==> config.mk <==
export PLATFORM = sky130hd
export DESIGN_NAME = wide_cycle_counter
export DESIGN_NICKNAME = d
export VERILOG_FILES = /design/src/rtl/wcc_pkg.sv /design/src/rtl/wcc_counter.sv /design/src/rtl/wcc_read_tracker.sv /design/src/rtl/wide_cycle_counter.sv
export SDC_FILE = /design/constraint.sdc
export NUM_CORES = 1
export LEC_CHECK = 0
export BUFFER_PORTS_ARGS = -buffer_cell sky130_fd_sc_hd__buf_2
export CORE_MARGIN = 1
export CORE_UTILIZATION = 25
export CTS_BUF_LIST = sky130_fd_sc_hd__clkbuf_8 sky130_fd_sc_hd__clkbuf_16
export DETAILED_ROUTE_END_ITERATION = 8
export SETUP_SLACK_MARGIN = 0.15
export SKIP_LAST_GASP = 1
export SYNTH_ARGS = -nofsm -noshare
export SYNTH_HDL_FRONTEND = slang
export SYNTH_SLANG_ARGS = --single-unit
==> constraint.sdc <==
create_clock -name clk_i -period 2.3 [get_ports clk_i]
set_clock_uncertainty 0.1 [all_clocks]
set_input_delay 0.115 -clock clk_i [delete_from_list [all_inputs] [get_ports clk_i]]
set_output_delay 0.115 -clock clk_i [all_outputs]
set_load 0.02 [all_outputs]
==> src/rtl/wcc_pkg.sv <==
package wcc_pkg;
  localparam int unsigned ADDR_W = 12;
  localparam logic [ADDR_W-1:0] CTRL_ADDR = 12'h103;
  localparam logic [ADDR_W-1:0] LO_ADDR   = 12'h104;
  localparam logic [ADDR_W-1:0] HI_ADDR   = 12'h105;

  typedef enum logic [1:0] {
    TRK_IDLE     = 2'd0,
    TRK_LOW_READ = 2'd1,
    TRK_DONE     = 2'd2
  } trk_state_e;
endpackage

==> src/rtl/wcc_counter.sv <==
module wcc_counter #(
  parameter int unsigned LO_W = 32,
  localparam int unsigned CNT_W = 2 * LO_W
) (
  input  logic             clk_i,
  input  logic             rst_ni,
  input  logic             en_i,
  output logic [CNT_W-1:0] cnt_o,
  output logic             hi_carry_o
);
  logic [LO_W-1:0] lo_q, hi_q;

  // upper word moves at the edge ending this cycle
  assign hi_carry_o = en_i && (&lo_q);
  assign cnt_o      = {hi_q, lo_q};

  always_ff @(posedge clk_i or negedge rst_ni) begin
    if (!rst_ni) begin
      lo_q <= '0;
      hi_q <= '0;
    end else if (en_i) begin
      lo_q <= lo_q + 1'b1;
      if (hi_carry_o) hi_q <= hi_q + 1'b1;
    end
  end
endmodule

==> src/rtl/wcc_read_tracker.sv <==
module wcc_read_tracker
  import wcc_pkg::*;
(
  input  logic clk_i,
  input  logic rst_ni,
  input  logic lo_rd_i,
  input  logic hi_rd_i,
  input  logic trap_i,
  input  logic hi_carry_i,
  output logic ok_o,
  output logic pending_o
);
  trk_state_e state_q;
  logic       fail_q, ok_q;

  assign ok_o      = ok_q;
  assign pending_o = (state_q == TRK_LOW_READ);

  always_ff @(posedge clk_i or negedge rst_ni) begin
    if (!rst_ni) begin
      state_q <= TRK_IDLE;
      fail_q  <= 1'b0;
      ok_q    <= 1'b0;
    end else if (lo_rd_i) begin
      state_q <= TRK_LOW_READ;
      fail_q  <= hi_carry_i;
      ok_q    <= 1'b0;
    end else if (hi_rd_i) begin
      if (state_q == TRK_LOW_READ) begin
        ok_q    <= !(fail_q || trap_i);
        state_q <= TRK_DONE;
      end else begin
        ok_q    <= 1'b0;
        state_q <= TRK_IDLE;
      end
    end else if (state_q == TRK_LOW_READ) begin
      fail_q <= fail_q || trap_i || hi_carry_i;
    end
  end
endmodule

==> src/rtl/wide_cycle_counter.sv <==
module wide_cycle_counter
  import wcc_pkg::*;
#(
  parameter int unsigned DATA_W = 32
) (
  input  logic              clk_i,
  input  logic              rst_ni,
  input  logic              rd_en_i,
  input  logic              wr_en_i,
  input  logic [ADDR_W-1:0] addr_i,
  input  logic [DATA_W-1:0] wdata_i,
  input  logic              trap_evt_i,
  output logic [DATA_W-1:0] rdata_o
);
  localparam int unsigned CNT_W = 2 * DATA_W;

  logic             en_q;
  logic [CNT_W-1:0] cnt;
  logic             hi_carry, trk_ok, trk_pending;
  logic             lo_rd, hi_rd, ctrl_wr;
  logic             unused_wdata;

  assign lo_rd        = rd_en_i && (addr_i == LO_ADDR);
  assign hi_rd        = rd_en_i && (addr_i == HI_ADDR);
  assign ctrl_wr      = wr_en_i && (addr_i == CTRL_ADDR);
  assign unused_wdata = ^wdata_i[DATA_W-1:1];

  always_ff @(posedge clk_i or negedge rst_ni) begin
    if (!rst_ni)      en_q <= 1'b0;
    else if (ctrl_wr) en_q <= wdata_i[0];
  end

  wcc_counter #(.LO_W(DATA_W)) i_counter (
    .clk_i      (clk_i),
    .rst_ni     (rst_ni),
    .en_i       (en_q),
    .cnt_o      (cnt),
    .hi_carry_o (hi_carry)
  );

  wcc_read_tracker i_tracker (
    .clk_i      (clk_i),
    .rst_ni     (rst_ni),
    .lo_rd_i    (lo_rd),
    .hi_rd_i    (hi_rd),
    .trap_i     (trap_evt_i),
    .hi_carry_i (hi_carry),
    .ok_o       (trk_ok),
    .pending_o  (trk_pending)
  );

  always_comb begin
    rdata_o = '0;
    if (rd_en_i) begin
      unique case (addr_i)
        CTRL_ADDR: begin
          rdata_o[DATA_W-1] = trk_ok;
          rdata_o[0]        = en_q;
        end
        LO_ADDR:   rdata_o = cnt[DATA_W-1:0];
        HI_ADDR:   rdata_o = cnt[CNT_W-1:DATA_W];
        default:   rdata_o = '0;
      endcase
    end
  end
endmodule

## Yosys cells after proc, flatten, opt, wreduce, memory -nomap -nowiden

Index checks and enable logic that the tools add are counted.

| word-level totals | value |
|---|---|
| output and inout bits | 32 |
| bits of input ports | 49 |
| bits in registers | 69 |
| word-level logic and storage cells | 38 |

| operators by class | value |
|---|---|
| muxes and demuxes | 13 |
| add/subtract/negate cells | 2 |
| reductions and logical operators | 12 |
| equality and inequality tests | 5 |

Operators with widths:

| cell | number |
|---|---|
| $add A32 B1 Y32 const B | 2 |
| $pmux W30 S2 | 1 |
| $eq A12 B9 Y1 const B | 3 |
| $mux W32 | 1 |
| $reduce_and A32 Y1 | 1 |
| $mux W1 | 6 |
| $mux W2 | 3 |
| $pmux W1 S3 | 2 |
| $logic_and A1 B1 Y1 | 4 |
| $reduce_and A2 Y1 | 2 |
| $reduce_bool A2 Y1 | 2 |
| $eq A2 B1 Y1 const B | 1 |
| $logic_or A1 B1 Y1 | 2 |
| $ne A2 B1 Y1 const B | 1 |
| $logic_not A1 Y1 | 1 |

## Logic depth before layout (Yosys ltp)

| logic depth | value |
|---|---|
| word-level depth | 6 |
| gate-level depth with buffers | 7 |
| mapped depth without buffers | 6 |

## Modules after synthesis

From an unflattened synthesis, not the netlist that was laid out.

| unflattened totals | value |
|---|---|
| cell total of the unflattened synthesis | 390 |
| area, all modules | 4065.1 µm² |

Modules (own cells, without submodules):

| module | area an instance (µm²) | cells each | seq. area each (µm²) | times used |
|---|---|---|---|---|
| wcc_counter | 3012.9 | 282 | 1601.5 | 1 |
| wide_cycle_counter | 857.1 | 90 | 25.0 | 1 |
| wcc_read_tracker | 195.2 | 18 | 100.1 | 1 |

## Worst setup path before layout

No wires, ideal clock.

| timing path | value |
|---|---|
| path kind | input to output |
| start | input port addr_i[7] |
| end | output port rdata_o[11] |
| stages | 6 |
| arrival time | 1.684 ns |
| data required time | 2.085 ns |
| setup slack | 0.401 ns |
| cells stage by stage | or4b_1 > nor3_2 > nand3_1 > clkbuf_1 > buf_1 > nor2_1 |

| between the ends | value |
|---|---|
| cells in the longest elaborated chain, start to end | 3 |
| elaborated cells between the ends (all ways) | 4 |

Ends and longest elaborated chain:

| element | line | source |
|---|---|---|
| start, declared | wide_cycle_counter.sv:10 | `input logic [ADDR_W-1:0] addr_i,` |
| $eq A12 B9 Y1 | wide_cycle_counter.sv:55 | `unique case (addr_i)` |
| $pmux W30 S2 * | wide_cycle_counter.sv:55 |  |
| $mux W32 * | wide_cycle_counter.sv:54 | `if (rd_en_i) begin` |
| end, declared | wide_cycle_counter.sv:13 | `output logic [DATA_W-1:0] rdata_o` |

Mark *: on every way between the ends. The rest lies on a longest branch, timed or not.

## Final worst setup path

| timing path | value |
|---|---|
| start | register i_counter.lo_q[5] |
| end | register i_counter.lo_q[25] |

| between the ends | value |
|---|---|
| cells in the longest elaborated chain, start to end | 1 |

Ends and longest elaborated chain:

| element | line | source |
|---|---|---|
| start, declared | wcc_counter.sv:11 | `logic [LO_W-1:0] lo_q, hi_q;` |
| start signal, assigned | wcc_counter.sv:22 | `lo_q <= lo_q + 1'b1;` |
| $add A32 B1 Y32 | wcc_counter.sv:22 |  |

No other way between the ends.
A chain may end at the register's enable or synchronous reset.

==> out/qor.yml <==
grt:
  grt_usage_pct: 11.8
  grt_pass1_vias: 3034
  grt_pass1_wl_microns: 15200
  grt_antenna_before_repair: 0
  gr-total-overflow: 0
  grt_max_degree: 45
min_path:
  hold_depth: 3
  hold_class: "primary input to register"
  hold_path_end: "en_q"
  worstHoldStart: "wr_en_i"
clock_tree:
  clock_path_buffers: 2
  cts_htree_levels: 3
  clk_pin_slew_ps: 60
  cts_root_buf: "clkbuf_16"
  cts.sinks: 69
  cts-buffers-inserted: 9
  clk_latency_ps: 330
  cts_tree: "done"
finish:
  drive_gt1_share_pct: 28.3
  area_growth_pct: 24.5
  fin_util_pct: 32.4
  finalInstanceArea_sq_um: 4990
  final_nets: 495
  antenna_cells: 0
  fillers: 1609
logic_synthesis:
  synth.most_common_cell: "dfrtp_1"
  synth_edf_count: 0
  synth_largest_area_cell: "dfrtp_1"
  seq_area_frac_synth_pct: 43.1
  synth_area_leaders: "dfrtp_1, mux2i_1, xor2_1"
  netlist_instances: 379
  yosysWarningCount: 0
  syn_area_per_cell_sq_um: 10.6
  yosys.area.top_type_share_pct: 43.1
  syn-num-nets: 430
  netlist_area_sq_um: 4010
  synth_ff_type: "dfrtp_1"
  ys_async_sr_fraction_pct: 100
  yosysUniqueCellTypes: 37
  synth_commonest_cells: "dfrtp_1, nor2_1, xor2_1"
  ys_seq_elements: 69
timing:
  fmax_mhz: 488
  drv_slew: 0
  rsz0062_at_grt: "true"
  whs_ps: 28.1
  fin_crit_sh_pct: 89.0
  hold_viol: 0
  fin_crit_ps: 2050
  worst_slew_pin_slew_ps: 582
  max-slew-margin-rel_pct: 61.2
  tns_ps: 0
  setup_viol: 0
detailed_routing:
  ant_nets: 0
  first_pass_iters: 4
  vias: 3011
  vias_per_cell: 4.56
  drcViolationCount: 0
  drtIter0Drc: 92
  routedWlPerCell_microns: 13.7
  drt_wl_total_microns: 9040
placed_design:
  io_buffers: 49
  dpl_cell_area_sq_um: 4520
  hpwlAfterDp_microns: 6620
  gp_congestion: 0.786
setup_path:
  crit_path_cell_trace: "and4_1 > nand4_1 > or3_4 > or3_1 > xnor2_1"
  worstPathArrival_ps: 2160
  critPathTopFamily: "simple AND/OR/NAND/NOR gates"
  cp-end-kind: "register"
  path_class: "register to register"
  r2r-end: "i_counter.lo_q[25]"
  r2r_cells: 5
  r2r-start: "i_counter.lo_q[5]"
  r2r_setup_slack_ps: 250
  slowest_stage: "dfrtp_1"
  crit_start: "i_counter.lo_q[5]"
  critPathMaxStageDelay_ps: 450
  worst-path-stages: 5
  cp.required_ps: 2420
  crit_path_start_kind: "register"
  path_max_fanout: 7
  critPathBufInv: 0
floorplan:
  row_count: 45
  core_sq_um: 15400
  io_pins: 81
  start_util_pct: 26.0
  die_h_microns: 129
  dieWidth_microns: 129
  fp.dieArea_sq_um: 16500
run_status:
  status: "completed"
power:
  p_leak_nw: 2.32
  powerDensity_nw_per_um2: 589
  peakVddDrop_uv: 353
flow_run:
  drv_cap: 0
==> what timing repair did <==
| item | 4_1_cts | 5_1_grt |
|---|---|---|
| endpoints found under the hold margin | 71 | 0 |
| setup endpoints to repair | 9 | 29 |
| setup buffers | 0 | 6 |
| hold buffers | 3 | 0 |
| resized for setup | 2 | 2 |
| pin swaps | 0 | 3 |
==> report_power, final <==
group | leakage, nW | internal, W | switching, W
Clock | 0.172 | 0.00112 | 0.000518
Sequential | 0.964 | 0.00122 | 0.00000267
Combinational | 1.19 | 0.0000337 | 0.0000500
Total | 2.32 | 0.00237 | 0.000570
==> how the worst max path moves through the flow <==
stage	endpoint	slack, ps
finish	i_counter.lo_q[25]	250
CTS	i_counter.hi_q[11]	160
global route	i_counter.lo_q[30]	120
detailed placement	i_counter.hi_q[31]	130
floorplan	rdata_o[11]	400
global placement	i_counter.hi_q[1]	180
==> flip-flops by register name, summed over array words and instances, names as in the netlist <==
signal	count
i_tracker.state_q	2
i_tracker.fail_q	1
i_tracker.ok_o	1
i_counter.lo_q	32
en_q	1
i_counter.hi_q	32
==> cell usage in the layout, fill, tap and decap left out, drive strengths merged <==
| cell | n |
|---|---|
| o41ai | 1 |
| o21ai | 2 |
| nor4 | 25 |
| nor3 | 16 |
| bufinv | 3 |
| nand2 | 28 |
| nand3 | 23 |
| dfrtp | 69 |
| clkbuf | 11 |
| clkinvlp | 1 |
| buf | 66 |
| ha | 2 |
| inv | 14 |
| a21oi | 1 |
| mux2 | 3 |
| mux2i | 32 |
| nor2b | 1 |
| nor2 | 47 |
| or4b | 1 |
| and2 | 2 |
| xnor2 | 26 |
| o22ai | 2 |
| and3 | 5 |
| dlygate4sd3 | 3 |
| or3 | 3 |
| clkinv | 1 |
| nand4 | 19 |
| xor2 | 36 |
| and4 | 6 |
==> area by class of cell <==
class | count | area (sq um) | share of cell area, %
clock buffer | 11 | 253 | 5.06
clock inverter | 5 | 106 | 2.13
inverter | 14 | 52.6 | 1.05
multi-input combinational | 281 | 2160 | 43.2
sequential | 69 | 1730 | 34.6
tap | 211 | 264 | 5.29
timing repair buffer | 69 | 432 | 8.65
==> layer usage <==
layer | vias to the layer above | wire length (microns) | track usage, %
met1 | 1498 | 4450 | 15.6
li1 | 1458 | - | -
met4 | 0 | 65 | 3.94
met3 | 4 | 362 | 3.41
met5 | - | 0 | 0
met2 | 51 | 4160 | 18.6
==> cells by family after synthesis <==
group                    share of synthesized area [%]
adder cells (fa/ha/maj)                          0.624
buffers and inverters                             3.53
AO/OA/AOI/OAI                                    0.905
XOR/XNOR                                          13.5
multiplexers                                      8.83
flip-flops                                        43.1
AND/OR/NAND/NOR                                   29.5
==> metrics by stage <==
step / setup WS (ps) / total power, W / instances
2_1_floorplan: 401 / 0.00127 / 379
3_5_place_dp: 125 / 0.00132 / 635
3_3_place_gp: 176 / 0.00132 / 635
6_report: 252 / 0.00294 / 660
5_1_grt: 124 / 0.00304 / 660
4_1_cts: 165 / 0.00298 / 654
==> worst min-delay path, delay by kind of cell <==
kind | cells | cell delay (ps)
buf+inv | 1 | 100
mux | 1 | 150
simple gates | 1 | 70
Power figures use the tool's default switching activity.
